<file path="config.mk">
export PLATFORM = sky130hd
export DESIGN_NAME = pull_seq
export DESIGN_NICKNAME = d
export VERILOG_FILES = /design/src/rtl/pull_seq_pkg.sv /design/src/rtl/pull_seq_ctrl.sv /design/src/rtl/pull_seq_state.sv /design/src/rtl/pull_seq.sv
export SDC_FILE = /design/constraint.sdc
export NUM_CORES = 1
export LEC_CHECK = 0
export ABC_AREA = 0
export BUFFER_PORTS_ARGS = -buffer_cell sky130_fd_sc_hd__buf_2
export CORE_ASPECT_RATIO = 0.8
export CORE_MARGIN = 5
export CORE_UTILIZATION = 55
export CTS_BUF_LIST = sky130_fd_sc_hd__clkbuf_4 sky130_fd_sc_hd__clkbuf_8
export CTS_CLUSTER_SIZE = 30
export DETAILED_ROUTE_END_ITERATION = 7
export PLACE_DENSITY = 0.76
export SKIP_CTS_REPAIR_TIMING = 1
export SYNTH_ARGS = -nofsm -noshare
export SYNTH_HDL_FRONTEND = slang
export SYNTH_SLANG_ARGS = --single-unit
</file>
<file path="constraint.sdc">
create_clock -name clk -period 2.65 [get_ports clk]
set_clock_uncertainty 0.15 [all_clocks]
set_input_delay 0.1325 -clock clk [delete_from_list [all_inputs] [get_ports clk]]
set_output_delay 0.1325 -clock clk [all_outputs]
set_load 0.03 [all_outputs]
</file>
<file path="src/rtl/pull_seq_pkg.sv">
package pull_seq_pkg;

  typedef enum logic [1:0] {
    PULL_NONE = 2'd0,
    PULL_DOWN = 2'd1,
    PULL_UP   = 2'd2,
    PULL_RSVD = 2'd3
  } pull_code_e;

  // Strobes passed from the sequencing control to the pin state storage.
  typedef struct packed {
    logic       commit;
    pull_code_e code;
  } pull_strobe_t;

endpackage

</file>
<file path="src/rtl/pull_seq_ctrl.sv">
module pull_seq_ctrl
  import pull_seq_pkg::*;
#(
  parameter int NUM_PINS     = 54,
  parameter int BANK_W       = 32,
  parameter int SETUP_CYCLES = 150,
  parameter int HOLD_CYCLES  = 150,
  parameter int ADDR_W       = 2
) (
  input  logic                clk,
  input  logic                rstN,
  input  logic                wrEn,
  input  logic [ADDR_W-1:0]   wrAddr,
  input  logic [BANK_W-1:0]   wrData,
  output pull_strobe_t        strobe,
  output logic [NUM_PINS-1:0] commitMask
);

  localparam int NUM_BANKS = (NUM_PINS + BANK_W - 1) / BANK_W;
  localparam int SETUP_W   = $clog2(SETUP_CYCLES + 1);
  localparam int HOLD_W    = $clog2(HOLD_CYCLES + 1);
  localparam logic [SETUP_W-1:0] SETUP_DONE = SETUP_W'(SETUP_CYCLES);
  localparam logic [HOLD_W-1:0]  HOLD_LAST  = HOLD_W'(HOLD_CYCLES - 1);

  function automatic logic [BANK_W-1:0] bankValid(input int b);
    logic [BANK_W-1:0] m;
    for (int i = 0; i < BANK_W; i++) m[i] = ((b * BANK_W + i) < NUM_PINS);
    return m;
  endfunction

  pull_code_e         ctrlCode;
  logic [SETUP_W-1:0] setupCnt;
  logic               setupOk;
  logic               ctrlWr;

  logic [BANK_W-1:0]  clkBits   [NUM_BANKS];
  logic [BANK_W-1:0]  pending   [NUM_BANKS];
  logic [HOLD_W-1:0]  holdCnt   [NUM_BANKS];
  logic [NUM_BANKS-1:0] bankWr;
  logic [NUM_BANKS-1:0] bankCommit;

  assign ctrlWr  = wrEn && (wrAddr == '0);
  assign setupOk = (setupCnt == SETUP_DONE);

  // Global pull code and its settling counter.
  always_ff @(posedge clk or negedge rstN) begin
    if (!rstN) begin
      ctrlCode <= PULL_NONE;
      setupCnt <= '0;
    end else if (ctrlWr) begin
      ctrlCode <= pull_code_e'(wrData[1:0]);
      setupCnt <= '0;
    end else if (!setupOk) begin
      setupCnt <= setupCnt + 1'b1;
    end
  end

  for (genvar b = 0; b < NUM_BANKS; b++) begin : g_bank
    localparam logic [BANK_W-1:0] VALID = bankValid(b);
    logic [BANK_W-1:0] newBits;
    logic [BANK_W-1:0] riseBits;
    logic              anyPend;

    assign bankWr[b]  = wrEn && (wrAddr == ADDR_W'(b + 1));
    assign newBits    = wrData & VALID;
    assign riseBits   = newBits & ~clkBits[b];
    assign anyPend    = |pending[b];
    assign bankCommit[b] = anyPend && (holdCnt[b] == HOLD_LAST) && !bankWr[b] && !ctrlWr;

    always_ff @(posedge clk or negedge rstN) begin
      if (!rstN) begin
        clkBits[b] <= '0;
      end else if (bankWr[b]) begin
        clkBits[b] <= newBits;
      end
    end

    // Pins armed for capture: kept while their strobe stays high, dropped on
    // a code write, on an early clear, or once committed.
    always_ff @(posedge clk or negedge rstN) begin
      if (!rstN) begin
        pending[b] <= '0;
      end else if (ctrlWr) begin
        pending[b] <= '0;
      end else if (bankWr[b]) begin
        pending[b] <= (pending[b] & newBits) | (riseBits & {BANK_W{setupOk}});
      end else if (bankCommit[b]) begin
        pending[b] <= '0;
      end
    end

    always_ff @(posedge clk or negedge rstN) begin
      if (!rstN) begin
        holdCnt[b] <= '0;
      end else if (bankWr[b]) begin
        holdCnt[b] <= '0;
      end else if (anyPend && (holdCnt[b] != HOLD_LAST)) begin
        holdCnt[b] <= holdCnt[b] + 1'b1;
      end
    end
  end

  always_comb begin
    for (int p = 0; p < NUM_PINS; p++) begin
      commitMask[p] = bankCommit[p / BANK_W] & pending[p / BANK_W][p % BANK_W];
    end
  end

  assign strobe.commit = |bankCommit;
  assign strobe.code   = ctrlCode;

endmodule

</file>
<file path="src/rtl/pull_seq_state.sv">
module pull_seq_state
  import pull_seq_pkg::*;
#(
  parameter int         NUM_PINS   = 54,
  parameter pull_code_e RESET_CODE = PULL_NONE
) (
  input  logic                clk,
  input  logic                rstN,
  input  pull_strobe_t        strobe,
  input  logic [NUM_PINS-1:0] commitMask,
  output logic [NUM_PINS-1:0] pullUpEn,
  output logic [NUM_PINS-1:0] pullDnEn
);

  for (genvar p = 0; p < NUM_PINS; p++) begin : g_pin
    pull_code_e pinCode;

    always_ff @(posedge clk or negedge rstN) begin
      if (!rstN) begin
        pinCode <= RESET_CODE;
      end else if (strobe.commit && commitMask[p]) begin
        pinCode <= strobe.code;
      end
    end

    // The reserved code falls through to no pull.
    assign pullUpEn[p] = (pinCode == PULL_UP);
    assign pullDnEn[p] = (pinCode == PULL_DOWN);
  end

endmodule

</file>
<file path="src/rtl/pull_seq.sv">
module pull_seq
  import pull_seq_pkg::*;
#(
  parameter int         NUM_PINS     = 54,
  parameter int         BANK_W       = 32,
  parameter int         SETUP_CYCLES = 150,
  parameter int         HOLD_CYCLES  = 150,
  parameter int         ADDR_W       = 2,
  parameter pull_code_e RESET_CODE   = PULL_NONE
) (
  input  logic                clk,
  input  logic                rstN,
  input  logic                wrEn,
  input  logic [ADDR_W-1:0]   wrAddr,
  input  logic [BANK_W-1:0]   wrData,
  output logic [NUM_PINS-1:0] pullUpEn,
  output logic [NUM_PINS-1:0] pullDnEn
);

  pull_strobe_t        strobe;
  logic [NUM_PINS-1:0] commitMask;

  pull_seq_ctrl #(
    .NUM_PINS(NUM_PINS), .BANK_W(BANK_W), .SETUP_CYCLES(SETUP_CYCLES),
    .HOLD_CYCLES(HOLD_CYCLES), .ADDR_W(ADDR_W)
  ) u_ctrl (
    .clk(clk), .rstN(rstN), .wrEn(wrEn), .wrAddr(wrAddr), .wrData(wrData),
    .strobe(strobe), .commitMask(commitMask)
  );

  pull_seq_state #(
    .NUM_PINS(NUM_PINS), .RESET_CODE(RESET_CODE)
  ) u_state (
    .clk(clk), .rstN(rstN), .strobe(strobe), .commitMask(commitMask),
    .pullUpEn(pullUpEn), .pullDnEn(pullDnEn)
  );

endmodule

</file>
==> key figures, run 1 <==
Status
  – Status: complete, no violations

Power and ir drop
  – Clock group share of total power: 0.412
  – Static leakage: 6.94 nW
  – Power share of the combinational group: 0.063
  – Reg power frac: 0.525
  – Switching power total: ~1.9 mW
  – Cell-internal power: around 5.8 mW
  – Sw Share: 0.250
  – P per Cell Area: between 500 and 600 nW/um2
  – Largest voltage drop on the vdd net: around 0.27 mV

Run
  – MaxCap Viol Count: 0

Setup path
  – Crit Reg-Reg Endpoint: u_state.g_pin[45].pinCode[0]$_DFFE_PN0P_
  – Register-to-register setup slack: ~120 ps
  – Crit Path Category: reg2reg
  – WP data required: approximately 2900 ps
  – Arrival time at the worst endpoint: between 2000 and 3000 ps
  – Setup crit end kind: register
  – Reg-to-reg critical path startpoint: u_ctrl.pending[17]$_DFFE_PN0P_
  – Critical path's slowest cell: a211oi_2
  – Critical Path Source Type: register
  – Worst path cell trace: nor4_1 > buf_4 > and4_1 > a211oi_2 > nand2_1 > mux2_2
  – Path depth of the worst reg2reg path: 6
  – Critical Path Fanout Max: 7
  – Launch point of the critical path: u_ctrl.pending[17]$_DFFE_PN0P_
  – End of the critical path: u_state.g_pin[45].pinCode[0]$_DFFE_PN0P_
  – Critical path's largest stage delay: ~730 ps

Min path
  – Class of the most critical hold timing path: in2reg

STA
  – Number of hold violations in the final report: 0
  – Total setup violations reported at the end of the flow: 0
  – Setup repair after global routing missed its margin: no
  – Worst slew margin relative to its limit: 0.321
  – Final worst slack: ~120 ps
  – Final Max Tran Viols: 0
  – Maximum frequency from static timing analysis: 0.396 GHz
  – Fin Setup TNS: 0 ps
  – Pin slew with the least headroom to its limit: approximately 1000 ps
  – Smallest hold slack: just under 0.3 ps
  – Final min period: between 2000 and 3000 ps
  – Share of the clock period used by the worst path after layout: 0.953

Placed design
  – Placer Congestion: ~0.83
  – Worst setup slack before clock tree synthesis: around 120 ps
  – Placed cell count: about 1400
  – Placed inst area: approximately 12000 um2
  – Sum of net half-perimeters after detailed placement: around 18000 um
  – Port Buffers: 144

Logic synthesis
  – Cell Area, Synth: 11400 um2
  – Avg Inst Size Synth: about 12 um2
  – Cells after Synth: between 900 and 1000
  – Predominant post-synthesis flop cell: dfrtp_1
  – Synth warnings: 0
  – Flip-flop and latch count after synthesis: about 240
  – Fraction of the yosys area taken by sequential cells: 0.533
  – Net Count, Synth: just over 1000
  – Number of unique standard cell types used by synthesis: 45
  – EDFF count, synth: 0
  – Post-synthesis async set-or-reset flop share: 1.00

Die
  – # rows: 47
  – Effective utilization at floorplan: 0.554
  – I/O pin count: between 100 and 150
  – Floorplan Core Area: 20500 um2
  – Chip Height: around 140 um
  – Total Die Area: 23600 um2
  – Width of the die: roughly 170 um

Detailed routing
  – DR DRC count: 0
  – Vias per cell: approximately 5.6
  – Antenna violation net count after detailed routing: 0
  – Iteration count of the initial detailed-routing pass: 5
  – Post-detailed-routing wire length: roughly 27000 um
  – Routed vias: roughly 8200
  – Violation count after the first detailed-route iteration: between 400 and 500
  – Mean routed wirelength per cell: ~18 um

CTS
  – Clock latency at the later pin of the worst-skew pair: between 500 and 600 ps
  – Worst-path clk slew: 60 ps
  – Clk buf depth: 3
  – Num CTS Buffers: 40
  – Clock root buffer master: clkbuf_8
  – Total number of clock tree sinks: 242
  – H-Tree Depth: 2
  – CTS tree: done

Global routing
  – Number of global-route vias before repair: between 8000 and 9000
  – Antenna violations before repair: 1
  – Combined global-route utilization of all metal layers: 0.221
  – First-pass GRT wire length: ~43000 um
  – Maximum number of pins on one net before global-route repair: between 80 and 90
  – Grt total ovfl: 0

Final layout
  – Layout-stage area growth over the synthesis result: 19.4%
  – Layout cell share with drive strength beyond 1: 0.336
  – Total Nets Final: about 1200
  – Post-layout instance area: ~14000 um2
  – Fill cells: 1531
  – Most common library cell in the layout ignoring fill and taps: dfrtp_1
  – Non-filler instance count after layout: roughly 1500
  – Commonest non-fill, non-tap cells in the layout: dfrtp_1 (240), nand2_1 (192), buf_2 (143), nor2b_1 (110), mux2_2 (94)
## metrics by stage
step           utilization  total power, mW
6_report             0.661             7.78
5_1_grt              0.661             8.11
4_1_cts              0.644             7.82
3_5_place_dp         0.606             4.60
3_3_place_gp         0.606             4.58
2_1_floorplan            -             4.34
## area by class of cell
type | instances | area (um2) | area share
Sequential cell | 242 | 6060 | 0.447
Timing Repair Buffer | 206 | 1360 | 0.100
Antenna cell | 1 | 2.50 | 0.000184
Tap cell | 269 | 337 | 0.0248
Multi-Input combinational cell | 676 | 5030 | 0.371
Inverter | 3 | 11.3 | 0.000830
Clock buffer | 60 | 744 | 0.0549
Clock inverter | 4 | 25.0 | 0.00184
## registers in the layout, summed over array words and instances (netlist names)
| name | flops |
|---|---|
| u_ctrl.clkBits | 54 |
| u_state.g_pin.pinCode | 108 |
| u_ctrl.holdCnt | 16 |
| u_ctrl.pending | 54 |
| u_ctrl.setupCnt | 8 |
| u_ctrl.ctrlCode | 2 |
## worst min path at each step
stage | start | end | slack [ps] | cells after the start
floorplan | rstN | u_ctrl.clkBits[0]$_DFFE_PN0N_ | -310 | 0
global placement | rstN | u_state.g_pin[30].pinCode[1]$_DFFE_PN0P_ | 20 | 1
detailed placement | rstN | u_state.g_pin[30].pinCode[1]$_DFFE_PN0P_ | 30 | 1
CTS | rstN | u_state.g_pin[30].pinCode[1]$_DFFE_PN0P_ | -550 | 1
global route | wrAddr[1] | u_ctrl.holdCnt[0]$_DFFE_PN0P_ | 30 | 3
finish | wrAddr[1] | u_ctrl.holdCnt[0]$_DFFE_PN0P_ | 0.3 | 3
## power by group through the flow
| stage | registers [mW] | clock network (mW) | logic, mW |
|---|---|---|---|
| 6_report | 4.08 | 3.20 | 0.493 |
| 3_3_place_gp | 4.14 | 0 | 0.437 |
| 3_5_place_dp | 4.15 | 0 | 0.454 |
| 2_1_floorplan | 4.02 | 0 | 0.317 |
| 4_1_cts | 4.09 | 3.28 | 0.456 |
| 5_1_grt | 4.12 | 3.44 | 0.561 |
## worst max-delay path: cells and delay by family (launching register included)
family	cells	cell delay [ps]
compound gates	1	730
buf+inv	1	140
mux	1	350
simple gates	3	650
flops	1	390
## Yosys cell counts, types with 3 or more instances
library cell	n	share of area
nor4_1	12	0.0066
a211oi_1	57	0.038
buf_2	5	0.0022
a21oi_1	9	0.0040
nand4_1	4	0.0022
or3_1	6	0.0033
and3_1	6	0.0033
o211ai_1	6	0.0040
nand3_1	13	0.0057
buf_6	9	0.0089
inv_1	3	0.00099
ha_1	6	0.0066
nand2_1	192	0.063
a2bb2oi_1	12	0.0093
mux2_2	94	0.093
buf_1	6	0.0020
o2bb2a_1	12	0.011
xor2_1	10	0.0077
nand3_2	30	0.026
clkbuf_1	35	0.012
nor2b_1	110	0.061
o21ai_0	7	0.0031
o2bb2a_4	30	0.053
mux2_1	16	0.016
dfrtp_1	242	0.53
nor2_1	21	0.0069
## metal layers
metal | track usage | vias to the layer above | share of wire
met5 | 0 | - | 0
met4 | 0.0639 | 0 | 0.022
met3 | 0.0510 | 52 | 0.067
met2 | 0.329 | 283 | 0.46
met1 | 0.328 | 4089 | 0.45
li1 | - | 3811 | -
## cell families (layout without fill, tap and decap cells)
family | Yosys count | after routing | synth area share
simple gates | 406 | 406 | 0.187
flops | 242 | 242 | 0.533
other cells | 0 | 1 | 0
compound gates | 142 | 142 | 0.129
buf+inv | 59 | 273 | 0.0263
mux | 110 | 110 | 0.109
xor+xnor | 12 | 12 | 0.00925
fa+ha+maj | 6 | 6 | 0.00661
Power figures use the tool's default switching activity.
==> run 2, diff against run 1 <==
Settings changed: BUFFER_PORTS_ARGS -buffer_cell sky130_fd_sc_hd__buf_2 to unset, DONT_BUFFER_PORTS set to 1, PLACE_DENSITY 0.76 to 0.7.
==> key figures, run 2 (synthesis gave the netlist of run 1 again) <==
Status
  – Status: finished, violations left
  – Violated checks: negative hold slack

Global routing
  – Combined global-route utilization of all metal layers: 0.218
  – Maximum number of pins on one net before global-route repair: 243
  – First-pass GRT wire length: approximately 42000 um
  – Number of global-route vias before repair: around 7700
  – Antenna violations before repair: 1
  – Grt total ovfl: 0

Final layout
  – Final core area utilization: 0.630
  – Largest registers: u_state.g_pin.pinCode: 108 flops, u_ctrl.clkBits: 54 flops, u_ctrl.pending: 54 flops
  – Flip-flop count of the largest register, all copies and words added: roughly 110
  – Layout cell share with drive strength beyond 1: 0.239
  – Layout-stage area growth over the synthesis result: 13.9%
  – Largest reg by FF count: u_state.g_pin.pinCode
  – Most common library cell in the layout ignoring fill and taps: dfrtp_1
  – Commonest non-fill, non-tap cells in the layout: dfrtp_1 (240), nand2_1 (192), nor2b_1 (110), mux2_2 (94), a211oi_1 (56)
  – Total Nets Final: roughly 1100

CTS
  – Clk buf depth: 3
  – Num CTS Buffers: 39
  – Total number of clock tree sinks: 242
  – H-Tree Depth: 2
  – Worst-path clk slew: about 60 ps
  – Clock latency at the later pin of the worst-skew pair: roughly 530 ps
  – CTS tree: done
  – Clock root buffer master: clkbuf_8

STA
  – Setup repair after global routing missed its margin: no
  – Number of hold violations in the final report: between 200 and 250
  – Final worst slack: about 140 ps
  – Pin slew with the least headroom to its limit: between 1000 and 1500 ps
  – Share of the clock period used by the worst path after layout: 0.948
  – Worst slew margin relative to its limit: 0.322
  – Maximum frequency from static timing analysis: between 0.3 and 0.4 GHz
  – Final Max Tran Viols: 0
  – Total setup violations reported at the end of the flow: 0
  – Fin Setup TNS: 0 ps
  – Final min period: 2510 ps
  – Smallest hold slack: -853 ps

Die
  – Chip Height: 139 um
  – # rows: 47
  – Effective utilization at floorplan: 0.554
  – Width of the die: roughly 170 um
  – I/O pin count: roughly 150
  – Total Die Area: around 24000 um2
  – Floorplan Core Area: between 20000 and 25000 um2

Detailed routing
  – Post-detailed-routing wire length: between 20000 and 30000 um
  – DR DRC count: 0
  – Met3 WL: between 1500 and 2000 um
  – Routed metal-1 wirelength: 12100 um
  – Topmost layer with routed signal wires: met4
  – Mean routed wirelength per cell: roughly 20 um
  – Routed vias: 7666
  – Violation count after the first detailed-route iteration: between 700 and 800
  – Vias per cell: approximately 5.8
  – Antenna violation net count after detailed routing: 0
  – Iteration count of the initial detailed-routing pass: 5
  – Met2 wire length: 11900 um

Setup path
  – Arrival time at the worst endpoint: 2760 ps
  – Critical path's largest stage delay: 630 ps
  – WP data required: about 2900 ps
  – Number of buffers and inverters on the critical path: 2
  – Critical path's slowest cell: a211oi_2
  – Setup crit end kind: register
  – Family with the most delay on the worst path: compound AO/OA/AOI/OAI gates
  – Critical Path Source Type: register
  – Worst path cell trace: nor4_2 > buf_4 > and4_1 > a211oi_2 > buf_12 > nand2_1 > mux2_2
  – Critical Path Fanout Max: 15
  – Crit Path Category: reg2reg

Power and ir drop
  – Post-layout total power: ~7.7 mW
  – Static leakage: slightly above 6 nW
  – Largest voltage drop on the vdd net: 0.336 mV
  – Reg power frac: 0.533
  – Switching power total: 1.86 mW
  – Power share of the combinational group: 0.050
  – Cell-internal power: about 5.8 mW
  – Clock group share of total power: 0.417
  – Sw Share: 0.242
  – P per Cell Area: 592 nW/um2

Placed design
  – Placer Congestion: 0.767
  – Sum of net half-perimeters after detailed placement: around 17000 um
  – Worst setup slack before clock tree synthesis: 184 ps
  – Port Buffers: 0

Run
  – MaxCap Viol Count: 0

Min path
  – Class of the most critical hold timing path: in2async
-- run 2: cell count changes in the layout (fill, tap and decap cells not counted) --
cell / change
buf_8: -1
clkbuf_8: +1
diode_2: +1
inv_6: +1
buf_2: -143
clkinv_2: -1
buf_4: +2
clkinvlp_4: -1
buf_12: -3
dlygate4sd3_1: +15
clkbuf_4: -2
-- run 2: through the flow --
stage	cell area [um2]	std cells
2_1_floorplan	11400	977
3_3_place_gp	11700	1217
3_5_place_dp	11700	1217
4_1_cts	12400	1279
5_1_grt	12900	1329
6_report	12900	1330
-- run 2: worst paths after layout --
check | end | cells after the start | slack [ps] | start
setup / recovery | u_state.g_pin[45].pinCode[1]$_DFFE_PN0P_ | 7 | 140 | u_ctrl.pending[20]$_DFFE_PN0P_
hold / removal | u_state.g_pin[19].pinCode[1]$_DFFE_PN0P_ | 0 | -850 | rstN
setup reg to reg | u_state.g_pin[45].pinCode[1]$_DFFE_PN0P_ | 7 | 140 | u_ctrl.pending[20]$_DFFE_PN0P_
hold reg to reg | u_ctrl.clkBits[13]$_DFFE_PN0N_ | 2 | 330 | u_ctrl.clkBits[13]$_DFFE_PN0N_
max in group asynchronous | u_state.g_pin[35].pinCode[1]$_DFFE_PN0P_ | 0 | 2840 | rstN
min in group clk | u_ctrl.holdCnt[13]$_DFFE_PN0P_ | 4 | 0 | wrAddr[1]
-- run 2: layout make-up --
| class | instances | area (um2) |
|---|---|---|
| Antenna cell | 2 | 5.00 |
| Clock buffer | 59 | 743 |
| Tap cell | 269 | 337 |
| Inverter | 3 | 11.3 |
| Clock inverter | 3 | 21.3 |
| Sequential cell | 242 | 6060 |
| Multi-Input combinational cell | 676 | 5030 |
| Fill cell | 1640 | 7590 |
| Timing Repair Buffer | 76 | 731 |
-- run 2: per-layer routing --
metal,vias up,track usage
li1,3553,-
met1,3827,0.319
met2,247,0.332
met3,39,0.0479
met4,0,0.0584
met5,-,0
-- run 2: power groups by stage --
stage / logic (mW) / registers [mW] / clock network [mW]
after floorplan: 0.317 / 4.02 / 0
after global placement: 0.303 / 4.14 / 0
after detailed placement: 0.319 / 4.15 / 0
after CTS: 0.319 / 4.09 / 3.28
after global routing: 0.434 / 4.12 / 3.45
final: 0.383 / 4.08 / 3.19
-- run 2: worst register-to-register path: stages, from the launching register on --
cell	delay, ps
dfrtp_1	440
nor4_2	90
buf_4	150
and4_1	230
a211oi_2	630
buf_12	230
nand2_1	160
mux2_2	310
